File: config.mk
export PLATFORM = sky130hd
export DESIGN_NAME = mm_timer
export DESIGN_NICKNAME = d
export VERILOG_FILES = /design/src/rtl/mmt_pkg.sv /design/src/rtl/mmt_sync.sv /design/src/rtl/mmt_prescaler.sv /design/src/rtl/mmt_quad.sv /design/src/rtl/mm_timer.sv
export SDC_FILE = /design/constraint.sdc
export NUM_CORES = 1
export LEC_CHECK = 0
export BUFFER_PORTS_ARGS = -buffer_cell sky130_fd_sc_hd__buf_2
export CAP_MARGIN = 20
export CORE_MARGIN = 1.5
export CORE_UTILIZATION = 40
export DETAILED_ROUTE_END_ITERATION = 10
export GPL_TIMING_DRIVEN = 0
export HOLD_SLACK_MARGIN = 0.15
export PLACE_DENSITY = 0.68
export SLEW_MARGIN = 20
export SYNTH_ARGS = -nofsm -noshare
export SYNTH_HDL_FRONTEND = slang
export SYNTH_HIERARCHICAL = 1
export SYNTH_SLANG_ARGS = --single-unit
File: constraint.sdc
create_clock -name clk -period 9.73 [get_ports clk]
set_clock_uncertainty 0.05 [all_clocks]
set_input_delay 0.973 -clock clk [delete_from_list [all_inputs] [get_ports clk]]
set_output_delay 0.973 -clock clk [all_outputs]
set_load 0.02 [all_outputs]
File: src/rtl/mmt_pkg.sv
package mmt_pkg;

    typedef enum logic [1:0] {
        MODE_TIMER = 2'b00,
        MODE_GATED = 2'b01,
        MODE_COUNT = 2'b10,
        MODE_QUAD  = 2'b11
    } mmt_mode_e;

    typedef enum logic [1:0] {
        EDGE_NONE = 2'b00,
        EDGE_RISE = 2'b01,
        EDGE_FALL = 2'b10,
        EDGE_BOTH = 2'b11
    } mmt_edge_e;

    // Quadrature phase, encoded as {A, B}
    typedef enum logic [1:0] {
        QS_LL = 2'b00,
        QS_LH = 2'b01,
        QS_HL = 2'b10,
        QS_HH = 2'b11
    } mmt_qstate_e;

endpackage

File: src/rtl/mmt_sync.sv
module mmt_sync #(
    parameter int N = 2
) (
    input  logic         clk,
    input  logic         rst_n,
    input  logic [N-1:0] d,
    output logic [N-1:0] q
);
    logic [N-1:0] meta_q;

    always_ff @(posedge clk or negedge rst_n) begin
        if (!rst_n) begin
            meta_q <= '0;
            q      <= '0;
        end else begin
            meta_q <= d;
            q      <= meta_q;
        end
    end
endmodule

File: src/rtl/mmt_prescaler.sv
module mmt_prescaler #(
    parameter int PSEL_W    = 3,
    parameter int BASE_LOG2 = 3
) (
    input  logic              clk,
    input  logic              rst_n,
    input  logic              en,
    input  logic [PSEL_W-1:0] psel,
    output logic              tick
);
    localparam int CNT_W = BASE_LOG2 + (1 << PSEL_W) - 1;
    localparam logic [CNT_W-1:0] ONE_C = CNT_W'(1);

    logic [CNT_W-1:0] pcnt_q;
    logic [CNT_W-1:0] limit;

    // Divisor 2**(BASE_LOG2+psel); the largest wraps to all-ones, which is correct
    always_comb begin
        limit = (ONE_C << (BASE_LOG2 + int'(psel))) - ONE_C;
        tick  = en && (pcnt_q >= limit);
    end

    always_ff @(posedge clk or negedge rst_n) begin
        if (!rst_n) begin
            pcnt_q <= '0;
        end else if (!en || tick) begin
            pcnt_q <= '0;
        end else begin
            pcnt_q <= pcnt_q + ONE_C;
        end
    end

    // Smallest divisor is 8, so two ticks never come back to back
    assert_tick_spacing_R2: assert property (@(posedge clk) disable iff (!rst_n)
        tick |=> !tick);

    assert_idle_restart_R2: assert property (@(posedge clk) disable iff (!rst_n)
        !en |=> (pcnt_q == '0));
endmodule

File: src/rtl/mmt_quad.sv
module mmt_quad
    import mmt_pkg::*;
(
    input  logic clk,
    input  logic rst_n,
    input  logic a,
    input  logic b,
    output logic step,
    output logic down
);
    mmt_qstate_e state_q;
    mmt_qstate_e phase_in;

    assign phase_in = mmt_qstate_e'({a, b});

    // State register: always follows the sampled phase
    always_ff @(posedge clk or negedge rst_n) begin
        if (!rst_n) begin
            state_q <= QS_LL;
        end else begin
            state_q <= phase_in;
        end
    end

    // Outputs: forward LL->HL->HH->LH->LL counts up, reverse counts down
    always_comb begin
        step = 1'b0;
        down = 1'b0;
        unique case (state_q)
            QS_LL: begin
                if (phase_in == QS_HL) step = 1'b1;
                else if (phase_in == QS_LH) begin step = 1'b1; down = 1'b1; end
            end
            QS_HL: begin
                if (phase_in == QS_HH) step = 1'b1;
                else if (phase_in == QS_LL) begin step = 1'b1; down = 1'b1; end
            end
            QS_HH: begin
                if (phase_in == QS_LH) step = 1'b1;
                else if (phase_in == QS_HL) begin step = 1'b1; down = 1'b1; end
            end
            QS_LH: begin
                if (phase_in == QS_LL) step = 1'b1;
                else if (phase_in == QS_HH) begin step = 1'b1; down = 1'b1; end
            end
        endcase
    end

    assert_quad_single_bit_R7: assert property (@(posedge clk) disable iff (!rst_n)
        step |-> ($countones(state_q ^ phase_in) == 1));

    assert_quad_tracks_R6: assert property (@(posedge clk) disable iff (!rst_n)
        1'b1 |=> (state_q == $past(phase_in)));
endmodule

File: src/rtl/mm_timer.sv
module mm_timer
    import mmt_pkg::*;
#(
    parameter int WIDTH     = 16,
    parameter int PSEL_W    = 3,
    parameter int BASE_LOG2 = 3
) (
    input  logic              clk,
    input  logic              rst_n,
    input  logic [1:0]        mode,
    input  logic              run,
    input  logic [PSEL_W-1:0] psel,
    input  logic [1:0]        edge_sel,
    input  logic              gate_pol,
    input  logic              dir_sw,
    input  logic              ext_dir_en,
    input  logic              cnt_in,
    input  logic              dir_in,
    input  logic              load,
    input  logic [WIDTH-1:0]  load_val,
    output logic [WIDTH-1:0]  count,
    output logic              ovf,
    output logic              unf,
    output logic              tgl_out
);
    localparam logic [WIDTH-1:0] CNT_MAX = '1;
    localparam logic [WIDTH-1:0] CNT_ONE = WIDTH'(1);

    logic        cin_s, dir_s, cin_d;
    logic        rise, fall, gate_open;
    logic        presc_en, presc_tick;
    logic        q_step, q_down;
    logic        step_raw, do_step, go_down;
    logic        wrap_up, wrap_dn;
    mmt_mode_e   mode_e;
    mmt_edge_e   edge_e;

    mmt_sync #(.N(2)) u_sync (
        .clk   (clk),
        .rst_n (rst_n),
        .d     ({dir_in, cnt_in}),
        .q     ({dir_s, cin_s})
    );

    always_ff @(posedge clk or negedge rst_n) begin
        if (!rst_n) cin_d <= 1'b0;
        else        cin_d <= cin_s;
    end

    always_comb begin
        mode_e    = mmt_mode_e'(mode);
        edge_e    = mmt_edge_e'(edge_sel);
        rise      = cin_s & ~cin_d;
        fall      = ~cin_s & cin_d;
        gate_open = (cin_s == gate_pol);
        presc_en  = run && ((mode_e == MODE_TIMER) ||
                            ((mode_e == MODE_GATED) && gate_open));
    end

    mmt_prescaler #(.PSEL_W(PSEL_W), .BASE_LOG2(BASE_LOG2)) u_presc (
        .clk   (clk),
        .rst_n (rst_n),
        .en    (presc_en),
        .psel  (psel),
        .tick  (presc_tick)
    );

    mmt_quad u_quad (
        .clk   (clk),
        .rst_n (rst_n),
        .a     (cin_s),
        .b     (dir_s),
        .step  (q_step),
        .down  (q_down)
    );

    // Step source and direction per mode
    always_comb begin
        step_raw = 1'b0;
        go_down  = dir_sw ^ (ext_dir_en & dir_s);
        unique case (mode_e)
            MODE_TIMER, MODE_GATED: step_raw = presc_tick;
            MODE_COUNT: begin
                unique case (edge_e)
                    EDGE_NONE: step_raw = 1'b0;
                    EDGE_RISE: step_raw = rise;
                    EDGE_FALL: step_raw = fall;
                    EDGE_BOTH: step_raw = rise | fall;
                endcase
            end
            MODE_QUAD: begin
                step_raw = q_step;
                go_down  = q_down;
            end
        endcase
        do_step = run && step_raw && !load;
        wrap_up = do_step && !go_down && (count == CNT_MAX);
        wrap_dn = do_step &&  go_down && (count == '0);
    end

    always_ff @(posedge clk or negedge rst_n) begin
        if (!rst_n) begin
            count   <= '0;
            ovf     <= 1'b0;
            unf     <= 1'b0;
            tgl_out <= 1'b0;
        end else begin
            ovf <= wrap_up;
            unf <= wrap_dn;
            if (wrap_up || wrap_dn) tgl_out <= ~tgl_out;
            if (load)            count <= load_val;
            else if (do_step)    count <= go_down ? count - CNT_ONE : count + CNT_ONE;
        end
    end

    assert_ovf_wraps_R8: assert property (@(posedge clk) disable iff (!rst_n)
        ovf |-> (count == '0));

    assert_flags_exclusive_R8: assert property (@(posedge clk) disable iff (!rst_n)
        !(ovf && unf));

    assert_unf_wraps_R9: assert property (@(posedge clk) disable iff (!rst_n)
        unf |-> (count == CNT_MAX));

    assert_toggle_flip_R10: assert property (@(posedge clk) disable iff (!rst_n)
        (ovf || unf) |-> (tgl_out != $past(tgl_out)));

    assert_toggle_hold_R10: assert property (@(posedge clk) disable iff (!rst_n)
        !(ovf || unf) |-> $stable(tgl_out));

    assert_load_value_R11: assert property (@(posedge clk) disable iff (!rst_n)
        load |=> ((count == $past(load_val)) && !ovf && !unf));

    assert_idle_hold_R12: assert property (@(posedge clk) disable iff (!rst_n)
        (!run && !load) |=> (count == $past(count)));
endmodule

==> results of run 1 <==
==> layout make-up <==
| class | instances | area, sq um |
|---|---|---|
| multi-input cells | 251 | 1860 |
| plain buffers | 7 | 43.8 |
| flip-flops and latches | 36 | 901 |
| fillers | 684 | 3520 |
| repair buffers | 50 | 256 |
| inverters | 19 | 71.3 |
| well taps | 96 | 120 |
| clock buffers | 7 | 96.3 |
==> state kept, by name, summed over array words and instances (netlist names) <==
signal / flops
ovf: 1
u_sync/meta_q: 2
cin_d: 1
u_presc/pcnt_q: 10
tgl_out: 1
unf: 1
u_sync/q: 2
u_quad/state_q: 2
count: 16
==> per-layer routing <==
metal | vias up | track usage [%] | wire, microns
met5 | - | 0 | 0
met4 | 0 | 4.33 | 54
met3 | 5 | 2.64 | 242
li1 | 1258 | - | -
met1 | 1151 | 24.8 | 3070
met2 | 54 | 31.8 | 3130
==> Yosys cell counts (all sizes together), types with 2 or more instances <==
| library cell | number | area [sq um] |
|---|---|---|
| ha | 36 | 450 |
| xnor2 | 14 | 123 |
| nor2 | 24 | 92.6 |
| nor2b | 2 | 12.5 |
| nand2b | 3 | 26.3 |
| inv | 18 | 67.6 |
| or4 | 2 | 15.0 |
| a31oi | 6 | 37.5 |
| and4 | 3 | 26.3 |
| o21a | 5 | 37.5 |
| a211o | 2 | 17.5 |
| dfrtp | 36 | 901 |
| a21o | 4 | 30.0 |
| o211ai | 3 | 22.5 |
| nor4 | 8 | 65.1 |
| nor3 | 2 | 10.0 |
| o31ai | 2 | 15.0 |
| o2111ai | 2 | 17.5 |
| xor2 | 7 | 61.3 |
| and3 | 4 | 25.0 |
| nand4 | 7 | 43.8 |
| clkbuf | 4 | 16.3 |
| a211oi | 3 | 22.5 |
| and2 | 3 | 20.0 |
| nand3 | 7 | 45.0 |
| buf | 2 | 18.8 |
| o21ai | 22 | 125 |
| mux2i | 10 | 100 |
| nand2 | 26 | 97.6 |
| a21oi | 22 | 114 |
| a2111oi | 4 | 35.0 |
| or3b | 2 | 17.5 |
==> metrics by stage <==
step / utilization (%) / total power, mW / hold WS, ns
after floorplan: - / 0.297 / 0.281
after global placement: 47.2 / 0.342 / 0.284
after detailed placement: 47.4 / 0.346 / 0.288
after CTS: 48.8 / 0.466 / 0.303
after global routing: 48.8 / 0.496 / 0.305
final: 48.8 / 0.461 / 0.300
==> worst max path at each step <==
| stage | end | depth (start not counted) | slack, ns | from |
|---|---|---|---|---|
| after floorplan | count[13] | 9 | 5.65 | dir_sw |
| after global placement | count[14] | 11 | 4.68 | ext_dir_en |
| after detailed placement | count[13] | 11 | 5.72 | ext_dir_en |
| after CTS | count[13] | 14 | 5.77 | u_sync/q[0] |
| after global routing | count[13] | 14 | 5.44 | u_sync/q[0] |
| final | count[13] | 14 | 5.75 | u_sync/q[0] |
==> kinds of logic after synthesis <==
kind of cell | Yosys count
adder cells (fa/ha/maj) | 37
multiplexers | 11
XOR/XNOR | 21
AO/OA/AOI/OAI | 82
other | 1
buffers and inverters | 26
flip-flops | 36
AND/OR/NAND/NOR | 99
==> power by group through the flow <==
stage	Clock (mW)	Sequential (mW)	Combinational [mW]
after floorplan	0	0.185	0.112
after global routing	0.127	0.178	0.191
after global placement	0	0.178	0.164
after detailed placement	0	0.178	0.168
after CTS	0.121	0.175	0.169
final	0.116	0.175	0.170
==> worst max-delay path, delay by kind of cell, from the launching register on <==
family	cells	cell delay (ns)
fa+ha+maj	2	0.57
mux	1	0.10
buf+inv	2	0.32
flops	1	0.50
simple gates	3	0.65
compound gates	6	1.63
==> impl_metrics.py, run 1 <==
metrics = {
    "run_status": {
        "status": "completed",
    },
    "synth": {
        "synthSimpleGateAreaFrac_pct": 18.9,
        "syn_area_sq_mm": 0.00287,
        "synth_nets": 382,
        "synth_compound_area_share_pct": 19.0,
        "async_flop_share_pct": 100,
        "ys_ff_latch": 36,
        "syn_avg_cell_area_sq_um": 9.18,
        "muxShareOfSynthArea_pct": 3.87,
        "syn_inst": 313,
        "ys_seq_area_share_pct": 31.3,
        "synthAdderAreaFrac_pct": 16.4,
        "synth-xor-area-share_pct": 6.40,
        "synth_cell_types": 61,
        "synth_ff_type": "dfrtp_1",
        "synth_warnings": 6,
        "synth_top_family_by_area": "compound AO/OA/AOI/OAI gates",
        "synth_edf_count": 0,
    },
    "power_and_ir_drop": {
        "p_comb_share_pct": 36.8,
        "power.share.switching_pct": 36.1,
        "p_clk_share_pct": 25.1,
        "p_switching_mw": 0.166,
        "p_seq_share_pct": 38.1,
        "p_leak_nw": 1.56,
        "power.density_mw_per_mm2": 137,
        "intPower_mw": 0.294,
        "ir_drop_v": 0.0000666,
    },
    "cells_and_area": {
        "fin_area_sq_mm": 0.00335,
        "nets": 439,
        "n_antenna_cell": 0,
        "final_cell_count_no_fill": 466,
        "final_cell_mix": "buf_2 (49), ha_1 (36), dfrtp_1 (36), nand2_1 (26), nor2_1 (23)",
        "layout_commonest_cell": "buf_2",
        "drive_above_1_share_pct": 20.3,
        "area_delta_synth_final_pct": 16.7,
    },
    "global_routing": {
        "grt_pass1_vias": 2451,
        "grt_first_pass_wirelength_microns": 11300,
        "grt_max_degree": 37,
        "grt.total_usage_pct": 18.6,
        "antenna_found_initial": 0,
        "overflow": 0,
    },
    "timing": {
        "worst_pin_slew_ns": 0.815,
        "slew_headroom_pct": 45.7,
        "finalCriticalPeriod_ns": 3.98,
        "setup_violations": 0,
        "slew_violations": 0,
        "timing.final.crit_share_pct": 40.9,
        "fmax_mhz": 252,
        "hold_viol": 0,
        "finalWorstSetupSlack_ns": 5.75,
        "rsz0062_at_grt": "false",
        "finalSetupTns_ns": 0,
    },
    "worst_hold_path": {
        "hold-path-endpoint": "u_sync/q[0]",
        "worstHoldPathCells": 0,
        "hold_start": "u_sync/meta_q[0]",
        "min_path_type": "register to register",
    },
    "place": {
        "dp.cells": 459,
        "numPortBuffers": 49,
        "place_area_sq_mm": 0.00326,
        "gp_congestion": 0.869,
        "post-place-ws_ns": 5.72,
        "dp_hpwl_microns": 4960,
    },
    "floorplanning": {
        "dieWidth_microns": 87.8,
        "io_pins": 51,
        "rows": 30,
        "start_util_pct": 41.8,
        "core-area_sq_mm": 0.00687,
        "die-area_sq_mm": 0.00770,
        "die_h_microns": 87.8,
    },
    "critical_path": {
        "critPathKind": "register to register",
        "rr_worst_depth": 14,
        "rr_startpoint": "u_sync/q[0]",
        "end_kind": "register",
        "worstPathCellList": "inv_1 > ha_1 > a222oi_1 > mux2i_1 > and3b_1 > a31oi_2 > buf_6 > ha_1 > a2111oi_0 > o21ai_1 > a41oi_1 > a32o_1 > nor4_1 > or3b_1",
        "reg2reg_slack_ns": 5.75,
        "crit_required_ns": 9.84,
        "slowest_stage": "dfrtp_1",
        "crit_path_max_fanout": 14,
        "cp.arrival_ns": 4.09,
        "cpMostUsedCell": "ha_1",
        "timing.rr.end": "count[13]",
        "worst_path_largest_cell_delay_ns": 0.50,
        "start_kind": "register",
    },
    "routing": {
        "routedWlPerCell_microns": 13.9,
        "drc": 0,
        "postRouteAntennaNets": 0,
        "vias_per_cell": 5.30,
        "drt_pass1_iterations": 4,
        "drt_first_iter_violations": 98,
        "vias": 2468,
        "routed_wl_microns": 6500,
    },
    "flow_run": {
        "maxCapViolCount": 0,
    },
    "clock_network": {
        "clockBufferDepth": 2,
        "cts_tree": "built",
        "ctsHoldBuffers": 0,
        "cts_resized": 0,
        "htreeDepth": 2,
        "post_cts_buffers": 0,
        "clk_latency_ns": 0.29,
        "clkSlewWorstSetupHoldPaths_ns": 0.07,
        "cts_made_buffers": 5,
        "cts_sinks": 36,
        "root_buffer": "clkbuf_8",
    },
}
No activity file was read; power rests on OpenSTA's default activity.
==> inputs of run 2 (changes only) <==
- PLACE_DENSITY: 0.68 -> 0.71
- clock period: 9.73 -> 3.3 ns (I/O delays scaled with it)
==> impl_metrics.py, run 2 (synthesis results as in run 1) <==
metrics = {
    "critical_path": {
        "cp.arrival_ns": 3.63,
        "worstPathCellList": "buf_4 > ha_1 > inv_1 > mux2i_1 > and3b_2 > a31oi_4 > inv_2 > fa_2 > nor2b_4 > o2111ai_2 > a21oi_2 > o211ai_1 > and4_1 > or3_1",
        "timing.rr.end": "count[14]",
        "crit_required_ns": 3.42,
        "start_kind": "register",
        "rr_worst_depth": 14,
        "rr_startpoint": "u_sync/q[1]",
        "reg2reg_slack_ns": -0.20,
        "crit_path_max_fanout": 7,
        "crit_path_start": "u_sync/q[1]",
        "critPathKind": "register to register",
        "end_kind": "register",
        "worst_path_largest_cell_delay_ns": 0.41,
        "slowest_stage": "dfrtp_1",
    },
    "run_status": {
        "status": "complete, but fails checks",
        "failed_checks": "setup timing",
    },
    "timing": {
        "fmax_mhz": 286,
        "finalWorstSetupSlack_ns": -0.202,
        "rsz0062_at_grt": "true",
        "worst_pin_slew_ns": 0.835,
        "timing.final.crit_share_pct": 106,
        "setup_violations": 6,
        "slew_headroom_pct": 44.4,
        "finalSetupTns_ns": -0.700,
        "hold_viol": 0,
        "finalCriticalPeriod_ns": 3.50,
        "slew_violations": 0,
    },
    "routing": {
        "drc": 0,
        "drt_pass1_iterations": 4,
        "vias_per_cell": 5.48,
        "postRouteAntennaNets": 0,
        "routed_wl_microns": 7750,
        "vias": 2650,
        "routedWlPerCell_microns": 16.0,
        "drt_first_iter_violations": 111,
    },
    "cells_and_area": {
        "largest_reg_flops": 16,
        "reg.largest.list": "count: 16 flops, u_presc/pcnt_q: 10 flops",
        "nets": 456,
        "top_register": "count",
        "area_delta_synth_final_pct": 31.3,
        "final_cell_mix": "buf_2 (49), dfrtp_1 (34), nand2_1 (26), nor2_1 (23), ha_1 (23)",
        "n_antenna_cell": 0,
        "drive_above_1_share_pct": 32.0,
        "layout_commonest_cell": "buf_2",
    },
    "global_routing": {
        "overflow": 0,
        "antenna_found_initial": 0,
        "grt_first_pass_wirelength_microns": 12600,
        "grt.total_usage_pct": 21.1,
        "grt_max_degree": 37,
        "grt_pass1_vias": 2674,
    },
    "place": {
        "gp_congestion": 0.875,
        "dp_hpwl_microns": 5190,
        "numPortBuffers": 49,
    },
    "worst_hold_path": {
        "hold-path-endpoint": "count[7]",
        "worstHoldPathCells": 3,
        "hold_start": "load_val[7]",
        "min_path_type": "input port to register",
    },
    "clock_network": {
        "htreeDepth": 2,
        "cts_sinks": 36,
        "root_buffer": "clkbuf_8",
        "clkSlewWorstSetupHoldPaths_ns": 0.08,
        "clk_latency_ns": 0.30,
        "clockBufferDepth": 2,
        "cts_made_buffers": 5,
        "cts_tree": "built",
    },
    "power_and_ir_drop": {
        "ir_drop_v": 0.000214,
        "p_leak_nw": 1.66,
        "power.density_mw_per_mm2": 423,
        "total_power_mw": 1.59,
    },
    "floorplanning": {
        "die-area_sq_mm": 0.00770,
        "start_util_pct": 41.8,
        "rows": 30,
        "io_pins": 51,
        "dieWidth_microns": 87.8,
        "core-area_sq_mm": 0.00687,
        "die_h_microns": 87.8,
    },
    "flow_run": {
        "maxCapViolCount": 0,
    },
}
run 2: metrics by stage:
step	cells	setup WS [ns]	util [%]	area (sq um)	hold WS [ns]
detailed placement	458	-0.519	47.6	3270	0.286
floorplan	313	-0.00285	-	2900	-0.0156
finish	484	-0.202	54.9	3770	0.187
global route	484	-0.381	54.9	3770	0.206
global placement	458	-0.458	47.6	3270	0.284
CTS	482	-0.116	53.7	3690	0.187
run 2: power by group:
group | switching [mW] | internal, mW
Sequential | 0.0555 | 0.472
Combinational | 0.358 | 0.314
Clock | 0.171 | 0.224
Total | 0.585 | 1.01
run 2: cell type report:
cell class / instances / area [sq um]
multi-input combinational: 252 / 2130
tap: 96 / 120
buffer: 6 / 38.8
inverter: 19 / 71.3
clock buffer: 6 / 72.6
sequential: 36 / 903
clock inverter: 2 / 35.0
fill: 605 / 3100
timing repair buffer: 67 / 399
run 2: worst max-delay path by stage:
stage | depth (start not counted) | slack [ns] | end
floorplan | 13 | -0.003 | count[13]
global placement | 14 | -0.46 | count[14]
detailed placement | 13 | -0.52 | count[13]
CTS | 13 | -0.12 | count[13]
global route | 14 | -0.38 | count[15]
finish | 14 | -0.20 | count[14]
run 2: per-layer routing:
metal | vias up | wire length, microns | part of all wire, % | GRT usage (%)
met3 | 17 | 289 | 3.7 | 3.02
met1 | 1260 | 3340 | 43 | 25.3
met5 | - | 0 | 0 | 0
met4 | 0 | 176 | 2.3 | 6.64
li1 | 1288 | - | - | -
met2 | 85 | 3950 | 51 | 38.7
run 2: timing repair:
item                       CTS  global route
gates resized for setup     38            12
cloned                       1             0
setup buffers               13             2
setup endpoints to repair    9             9
hold buffers                 3             0
hold endpoints to repair    38             0
pin swaps                   15            11
run 2: critical path: cells and delay by family (launching register included):
family / cells / cell delay, ns
and+or+nand+nor: 4 / 0.96
AOI/OAI and AO/OA: 4 / 0.96
adders and majority gates: 2 / 0.55
DFF: 1 / 0.41
buffers and inverters: 3 / 0.29
muxes: 1 / 0.16
